<file path="config.mk">
export PLATFORM = sky130hd
export DESIGN_NAME = rng_irq_ctrl
export DESIGN_NICKNAME = d
export VERILOG_FILES = /design/src/rtl/rng_irq_pkg.sv /design/src/rtl/rng_fault_gate.sv /design/src/rtl/rng_core_flags.sv /design/src/rtl/rng_top_level.sv /design/src/rtl/rng_irq_ctrl.sv
export SDC_FILE = /design/constraint.sdc
export NUM_CORES = 1
export LEC_CHECK = 0
export CAP_MARGIN = 20
export CORE_ASPECT_RATIO = 1.5
export CORE_UTILIZATION = 28
export DETAILED_ROUTE_END_ITERATION = 7
export PLACE_DENSITY = 0.78
export SYNTH_ARGS = -nofsm -noshare
export SYNTH_HDL_FRONTEND = slang
export SYNTH_SLANG_ARGS = --single-unit
</file>
<file path="constraint.sdc">
create_clock -name clk -period 1.7 [get_ports clk]
set_clock_uncertainty 0.2 [all_clocks]
set_input_delay 0.255 -clock clk [delete_from_list [all_inputs] [get_ports clk]]
set_output_delay 0.255 -clock clk [all_outputs]
set_load 0.01 [all_outputs]
</file>
<file path="src/rtl/rng_irq_pkg.sv">
package rng_irq_pkg;
  localparam int NUM_CORE = 3;
  localparam int TOP_W    = 2;
  localparam int CLR_LSB  = NUM_CORE;
  localparam int CTRL_W   = 2 * NUM_CORE;

  typedef enum logic [1:0] {
    SEL_CORE_CTRL = 2'd0,
    SEL_TOP_STAT  = 2'd1,
    SEL_UNMASK    = 2'd2,
    SEL_MASK      = 2'd3
  } wsel_e;

  function automatic logic core_pending(input logic [NUM_CORE-1:0] fl,
                                        input logic [NUM_CORE-1:0] en);
    return |(fl & en);
  endfunction

  function automatic logic [3:0] pack_core(input logic [NUM_CORE-1:0] fl);
    return {fl[2], 1'b0, fl[1:0]};
  endfunction

  function automatic logic [TOP_W-1:0] apply_mask_wr(input logic [TOP_W-1:0] cur,
                                                     input logic open_wr,
                                                     input logic close_wr,
                                                     input logic [TOP_W-1:0] bits);
    if (open_wr)  return cur & ~bits;
    if (close_wr) return cur | bits;
    return cur;
  endfunction
endpackage

</file>
<file path="src/rtl/rng_fault_gate.sv">
module rng_fault_gate #(
  parameter bit LEGACY_HW = 1'b0
) (
  input  logic ev_done,
  input  logic ev_test_fail,
  input  logic ev_health_fail,
  input  logic src_in_reset,
  input  logic src_en,
  input  logic osc_en,
  input  logic health_unit_en,
  output logic gate_open,
  output logic [2:0] evt_ok
);
  logic health_ok;

  assign gate_open = !src_in_reset && src_en && osc_en;

  generate
    if (LEGACY_HW) begin : g_legacy
      assign health_ok = gate_open && health_unit_en;
    end else begin : g_current
      logic unused_unit_en;
      assign unused_unit_en = health_unit_en;
      assign health_ok = gate_open;
    end
  endgenerate

  assign evt_ok = {ev_health_fail && health_ok, ev_test_fail && gate_open, ev_done};
endmodule

</file>
<file path="src/rtl/rng_core_flags.sv">
module rng_core_flags
  import rng_irq_pkg::*;
(
  input  logic clk,
  input  logic rst_n,
  input  logic soft_rst,
  input  logic ctrl_wr,
  input  logic [CTRL_W-1:0] ctrl_data,
  input  logic [NUM_CORE-1:0] evt_ok,
  output logic [NUM_CORE-1:0] en_q,
  output logic [NUM_CORE-1:0] flag_q,
  output logic core_update,
  output logic pending_next
);
  logic [NUM_CORE-1:0] flag_d;
  logic [NUM_CORE-1:0] en_d;
  logic [NUM_CORE-1:0] clr_req;

  assign clr_req = ctrl_wr ? ctrl_data[CLR_LSB +: NUM_CORE] : '0;
  assign en_d    = ctrl_wr ? ctrl_data[NUM_CORE-1:0] : en_q;

  genvar i;
  generate
    for (i = 0; i < NUM_CORE; i++) begin : g_flag
      assign flag_d[i] = soft_rst ? 1'b0 : (evt_ok[i] | (flag_q[i] & ~clr_req[i]));
    end
  endgenerate

  assign core_update  = ctrl_wr | (|evt_ok) | soft_rst;
  assign pending_next = soft_rst ? 1'b0 : core_pending(flag_d, en_d);

  always_ff @(posedge clk or negedge rst_n) begin
    if (!rst_n) begin
      en_q   <= '0;
      flag_q <= '0;
    end else begin
      en_q   <= en_d;
      flag_q <= flag_d;
    end
  end
endmodule

</file>
<file path="src/rtl/rng_top_level.sv">
module rng_top_level
  import rng_irq_pkg::*;
(
  input  logic clk,
  input  logic rst_n,
  input  logic core_update,
  input  logic pending_next,
  input  logic ev_bus_err,
  input  logic stat_wr,
  input  logic open_wr,
  input  logic close_wr,
  input  logic [TOP_W-1:0] wbits,
  output logic [TOP_W-1:0] stat_q,
  output logic [TOP_W-1:0] mask_q,
  output logic irq_q
);
  logic [TOP_W-1:0] stat_d;
  logic [TOP_W-1:0] mask_d;
  logic [TOP_W-1:0] w1c;

  assign w1c = stat_wr ? wbits : '0;

  always_comb begin
    stat_d[0] = core_update ? pending_next : (stat_q[0] & ~w1c[0]);
    stat_d[1] = ev_bus_err | (stat_q[1] & ~w1c[1]);
  end

  assign mask_d = apply_mask_wr(mask_q, open_wr, close_wr, wbits);

  always_ff @(posedge clk or negedge rst_n) begin
    if (!rst_n) begin
      stat_q <= '0;
      mask_q <= '1;
      irq_q  <= 1'b0;
    end else begin
      stat_q <= stat_d;
      mask_q <= mask_d;
      irq_q  <= |(stat_d & ~mask_d);
    end
  end
endmodule

</file>
<file path="src/rtl/rng_irq_ctrl.sv">
module rng_irq_ctrl
  import rng_irq_pkg::*;
#(
  parameter bit LEGACY_HW = 1'b0,
  parameter int DATA_W    = 32
) (
  input  logic clk,
  input  logic rst_n,
  input  logic wr_en,
  input  logic [1:0] wr_sel,
  input  logic [DATA_W-1:0] wr_data,
  input  logic soft_rst,
  input  logic ev_done,
  input  logic ev_test_fail,
  input  logic ev_health_fail,
  input  logic ev_bus_err,
  input  logic src_in_reset,
  input  logic src_en,
  input  logic osc_en,
  input  logic health_unit_en,
  output logic [NUM_CORE-1:0] core_en,
  output logic [3:0] core_stat,
  output logic [TOP_W-1:0] top_stat,
  output logic [TOP_W-1:0] mask,
  output logic irq
);
  logic ctrl_wr, stat_wr, open_wr, close_wr;
  logic gate_open;
  logic core_update, pending_next;
  logic [NUM_CORE-1:0] evt_ok;
  logic [NUM_CORE-1:0] flag_q;
  logic unused_hi;

  assign unused_hi = ^wr_data[DATA_W-1:CTRL_W];
  assign ctrl_wr  = wr_en && (wr_sel == SEL_CORE_CTRL);
  assign stat_wr  = wr_en && (wr_sel == SEL_TOP_STAT);
  assign open_wr  = wr_en && (wr_sel == SEL_UNMASK);
  assign close_wr = wr_en && (wr_sel == SEL_MASK);

  rng_fault_gate #(.LEGACY_HW(LEGACY_HW)) u_gate (
    .ev_done(ev_done), .ev_test_fail(ev_test_fail), .ev_health_fail(ev_health_fail),
    .src_in_reset(src_in_reset), .src_en(src_en), .osc_en(osc_en),
    .health_unit_en(health_unit_en), .gate_open(gate_open), .evt_ok(evt_ok)
  );

  rng_core_flags u_core (
    .clk(clk), .rst_n(rst_n), .soft_rst(soft_rst), .ctrl_wr(ctrl_wr),
    .ctrl_data(wr_data[CTRL_W-1:0]), .evt_ok(evt_ok), .en_q(core_en),
    .flag_q(flag_q), .core_update(core_update), .pending_next(pending_next)
  );

  rng_top_level u_top (
    .clk(clk), .rst_n(rst_n), .core_update(core_update), .pending_next(pending_next),
    .ev_bus_err(ev_bus_err), .stat_wr(stat_wr), .open_wr(open_wr), .close_wr(close_wr),
    .wbits(wr_data[TOP_W-1:0]), .stat_q(top_stat), .mask_q(mask), .irq_q(irq)
  );

  assign core_stat = pack_core(flag_q);
endmodule

</file>
Word-level counts from Yosys, hierarchy flattened
Index checks and enable logic that the tools add are counted.
- word-level logic and storage cells: 58
- input bits: 46
- output and inout port bits: 12
- bits in registers: 11
- multiplexer cells: 15
- reduce and logical (&&, ||, !) cells: 13
- equality and inequality tests: 3
- bitwise logic cells: 22
- operators with widths (cell ; count):
    $mux 2 ; 5
    $logic_and 1x1->1 ; 8
    $mux 1 ; 8
    $mux 3 ; 2
    $or 1x1->1 ; 6
    $reduce_or 3->1 ; 2
    $and 1x1->1 ; 5
    $not 1->1 ; 5
    $and 2x2->2 ; 2
    $eq 2x2->1 const B ; 2
    $not 2->2 ; 2
    $and 3x3->3 ; 1
    $eq 2x1->1 const B ; 1
    $logic_not 2->1 ; 1
    $or 2x2->2 ; 1
    $reduce_or 2->1 ; 1
    $logic_not 1->1 ; 1

Logic depth before layout (Yosys ltp)
Gate-level depths: netlist of the first run.
- depth in word-level cells: 13
- depth in mapped cells: 5
- depth with buffers taken out: 5

Cells and area by module
From an unflattened synthesis of the first run, not the netlist that was laid out.
- cell total of the unflattened synthesis: 57
- area, all modules: 571.8 µm²
- modules (own cells, without submodules) (module ; seq. area each (µm²) ; times used ; cells an instance ; area each (µm²)):
    rng_core_flags ; 150.1 ; 1 ; 29 ; 294.0
    rng_top_level ; 127.6 ; 1 ; 18 ; 191.4
    rng_irq_ctrl ; 0.0 ; 1 ; 6 ; 48.8
    rng_fault_gate ; 0.0 ; 1 ; 4 ; 37.5

Worst setup path before layout of the first run
Ideal clock, no wire load.
- path type: input to register
- start point: input wr_sel[1]
- end point: register u_top.irq_q
- library setup time: 0.131 ns
- buffers on the path: 0
- stages on the path: 5
- arrival: 1.427 ns
- path slack: -0.058 ns
- cell sequence: nor3b_4 -> mux2_4 -> nor2b_1 -> nor4_2 -> o31ai_2
- elaborated cells between the ends (all ways): 43
- RTL lines (element ; RTL line ; text):
    from (decl) ; rng_irq_ctrl.sv:10 ; input logic [1:0] wr_sel,
    $logic_not 2->1 ; rng_irq_ctrl.sv:35 ; assign ctrl_wr = wr_en && (wr_sel == SEL_CORE_CTRL);
    $logic_and 1x1->1 ; rng_irq_ctrl.sv:35 ;
    $mux 3 ; rng_core_flags.sv:20 ; assign en_d = ctrl_wr ? ctrl_data[NUM_CORE-1:0] : en_q;
    via u_core.en_d[0] ; rng_core_flags.sv:16 ; logic [NUM_CORE-1:0] en_d;
    $and 3x3->3 ; rng_irq_pkg.sv:16 ; return |(fl & en);
    $reduce_or 3->1 ; rng_irq_pkg.sv:16 ;
    $mux 1 ; rng_core_flags.sv:30 ; assign pending_next = soft_rst ? 1'b0 : core_pending(flag_d, en_d);
    $mux 1 ; rng_top_level.sv:24 ; stat_d[0] = core_update ? pending_next : (stat_q[0] & ~w1c[0]);
    $and 2x2->2 ; rng_top_level.sv:38 ; irq_q <= |(stat_d & ~mask_d);
    $reduce_or 2->1 ; rng_top_level.sv:38 ;
    to (signal assigned) ; rng_top_level.sv:38 ;
    to (decl) ; rng_top_level.sv:15 ; output logic irq_q
The timed path passes the listed nets, and every way through them passes these cells. The select of a mux whose other input is x is not followed.

Worst setup path after layout of the first run
- start point: input wr_en
- end point: register u_top.irq_q
- elaborated cells between the ends (all ways): 39
- RTL lines (element ; RTL line ; text):
    from (decl) ; rng_irq_ctrl.sv:9 ; input logic wr_en,
    $logic_and 1x1->1 ; rng_irq_ctrl.sv:35 ;
    $mux 3 ; rng_core_flags.sv:20 ;
    via u_core.en_d[0] ; rng_core_flags.sv:16 ;
    $and 3x3->3 ; rng_irq_pkg.sv:16 ;
    $reduce_or 3->1 ; rng_irq_pkg.sv:16 ;
    $mux 1 ; rng_core_flags.sv:30 ;
    $mux 1 ; rng_top_level.sv:24 ;
    $and 2x2->2 ; rng_top_level.sv:38 ;
    $reduce_or 2->1 ; rng_top_level.sv:38 ;
The timed path passes the listed nets, and every way through them passes these cells. The select of a mux whose other input is x is not followed.

==> impl_results.md, run 1 <==
- Pwr dens: 745.0 nW/um^2
- Post-CTS setup buffer count: 0
- CP Data Arrival Time: around 1.6 ns
- Clock Path Buffers: 2
- Root buf cell: clkbuf_4
- Initial antenna violation count: 0
- Grt ovf: 0
- Synth area leader: dfrtp_1
- Initial Util: 0.3078
- Site Rows: 19
- Yosys reg bits: 11
- Core area: 1878 sq um
- Setup violators final: 0
- Syn Nets: approximately 100
- Top post-synthesis cells by count: dfrtp_1, nor2_1
- Finished Core Util: 0.5296
- Dominant cell by count in the synthesized netlist: dfrtp_1
- Top-level port count: 58
- Dominant cells by area after synthesis: dfrtp_1, dfstp_2, mux2_4
- Hold Vio Cnt, Final: 0
- Worst-Margin Slew: 0.4958 ns
- RSZ-0062 raised after global routing: no
- Netlist cell types: 27
- Worst hold path class: in2async
- HPWL Detailed: roughly 1200 microns
- Routed vias: 557
- CTS tree: built
- Multi-input logic area: 311.5 sq um
- Vias in the first global route: 598
- Pwr Total: 0.7411 mW
- Die area: 2254 sq um
- Tmin final: between 1.5 and 2 ns
- Die Wd: ~39 microns
- Filler cells: between 150 and 200
- Antenna Nets Post-Route: 0
- WS Path Type: in2reg
- Gate Count Post-Synth: 52
- Layout Nets: 139
- Worst-skew pair later-pin latency: 0.27 ns
- GP Congestion: 0.7123
- Slew HR: 0.6685
- Peak Freq: ~0.61 GHz
- Cts bufs inserted: 3
- Post-synth top area share: 0.3896
- Top_reg_cell synth: dfrtp_1
- Worst endpoint required time: 1.65 ns
- DRC viols: 0
- Post-synthesis sequential area ratio: 0.4805
- Outcome: complete, no violations
- Layout area overhead: 72.08%
- Startpoint Class: primary input
- First-pass GRT wire length: around 2300 microns
- Detail-routed via count per cell: between 4 and 5
- Slew Viols, Final: 0
- Largest net degree at the start of global routing: 12
- Post-synth ARST share: 1.000
- Critical path peak fanout: 3
- CTS clock-pin slew for the worst setup and hold paths: 0.07 ns
- Leak Pwr: 0.4329 nW
- Clock Sinks: 11
- Drt first-iter violations: 12
- Synth warn: 0
- Routed WL per cell: 12.57 microns
- Drt pass-1 iters: 3
- Final period utilization: 0.9709
- Share of cells above drive strength 1: 0.2826
- IO Port Bufs: 29
- RR Startpoint: u_core.en_q[0]$_DFF_PN0_
- Routed wire length: between 1000 and 1500 microns
- Worst vdd ir: 449.5 uV
- Total GRT Usage: 0.1487
- Post-synth EDFFs: 0
- Setup crit end kind: flop
- Mapped Avg Cell Area: between 10 and 15 sq um
- R2r endpoint: u_top.irq_q$_DFF_PN0_
- Reg2Reg Depth: 4
- Reg area: 277.8 sq um
- Max-cap violations: 0
- Final setup TNS: 0 ns
- Die H: 57.65 microns
- H-Tree Depth: 1
- FF-to-FF setup slack: roughly 0.2 ns
- Post-Syn Area: 578.1 sq um
- ANT cells: 0
per-layer routing:
| metal | vias up | GRT usage | wire [microns] |
|---|---|---|---|
| met4 | 0 | 0.08867 | 40 |
| met2 | 28 | 0.2524 | 755 |
| li1 | 269 | - | - |
| met5 | - | 0 | 0 |
| met1 | 255 | 0.1658 | 515 |
| met3 | 5 | 0.02299 | 108 |
metrics by stage:
stage               worst slack (ns)  hold WS [ns]  area (sq um)  cells
floorplan                   -0.02459       -0.2406         594.3     52
global placement             -0.4736        0.2980         963.4    109
detailed placement           -0.5155        0.3169         963.4    109
CTS                          0.01961        0.1263         993.5    113
global route                0.008764        0.1491         994.7    113
finish                       0.04948        0.1105         994.7    113
final cells by class:
type | count | share of cell area
clock buffer | 4 | 0.02642
inverter | 2 | 0.007547
multi-input combinational | 38 | 0.3132
sequential | 11 | 0.2792
tap | 21 | 0.02642
timing repair buffer | 37 | 0.3472
worst max-delay path: stages:
cell	delay, ns
dlygate4sd2_1	0.22
nor3b_4	0.28
mux2_4	0.34
nor2b_4	0.13
nor4_4	0.30
o31ai_2	0.08
cells by family (layout without fill, tap and decap cells):
group / after synthesis / after routing / share of synthesized area
compound gates: 11 / 11 / 0.1277
simple gates: 22 / 22 / 0.2684
other cells: 1 / 1 / 0.006487
buf+inv: 3 / 43 / 0.02598
flops: 11 / 11 / 0.4805
mux: 4 / 4 / 0.09091
flip-flops by register name, summed over array words and instances, names as in the netlist:
signal and flops:
u_core.flag_q 3, u_top.mask_q 2, u_core.en_q 3, u_top.stat_q 2
u_top.irq_q 1
worst max-delay path by stage:
stage                   start               endpoint  cells past startpoint
finish                  wr_en  u_top.irq_q$_DFF_PN0_                      6
global placement    wr_sel[1]  u_top.irq_q$_DFF_PN0_                      6
global route           src_en  u_top.irq_q$_DFF_PN0_                      7
detailed placement  wr_sel[1]  u_top.irq_q$_DFF_PN0_                      7
CTS                     wr_en  u_top.irq_q$_DFF_PN0_                      6
floorplan           wr_sel[1]  u_top.irq_q$_DFF_PN0_                      5
placed cells by master, fill, tap and decap left out:
cell	count
o2bb2ai_2	1
nor2b_4	1
dlygate4sd2_1	3
nand4_1	1
mux2_4	2
inv_1	2
dfrtp_1	9
mux2_2	2
nor4_4	1
and2b_1	1
clkdlybuf4s15_2	1
clkbuf_4	3
dfstp_2	2
a21oi_1	2
nand3_1	3
o31ai_2	1
clkdlybuf4s50_1	23
clkbuf_1	1
o22ai_1	1
nand4bb_1	1
nor2b_1	1
nor4_1	1
buf_4	8
clkbuf_2	1
nand2b_1	1
and4b_1	2
nor2_1	4
a21oi_2	1
dlymetal6s2s_1	1
conb_1	1
nor3b_4	1
nand2_1	3
a21o_1	1
o21ai_0	3
o221ai_1	1
nor3b_2	1
timing repair:
| item | in CTS | in global routing |
|---|---|---|
| pin swaps | 3 | 2 |
| endpoints found under the setup margin | 4 | 3 |
| hold buffers | 0 | 0 |
| resized for setup | 9 | 3 |
power by group:
part | switching [mW] | total [mW] | internal [mW]
clock | 0.0922 | 0.183 | 0.0911
combinational | 0.0918 | 0.239 | 0.147
sequential | 0.0186 | 0.319 | 0.300
(Power assumes the default switching activity.)
==> run 2, diff against run 1 <==
--- a/config.mk
+++ b/config.mk
@@ -5,6 +5,7 @@
 export SDC_FILE = /design/constraint.sdc
 export NUM_CORES = 1
 export LEC_CHECK = 0
+export ABC_AREA = 0
 export CAP_MARGIN = 20
 export CORE_ASPECT_RATIO = 1.5
 export CORE_UTILIZATION = 28
==> results of run 2 <==
Final layout, timing and power as in run 1 (identical DEF).
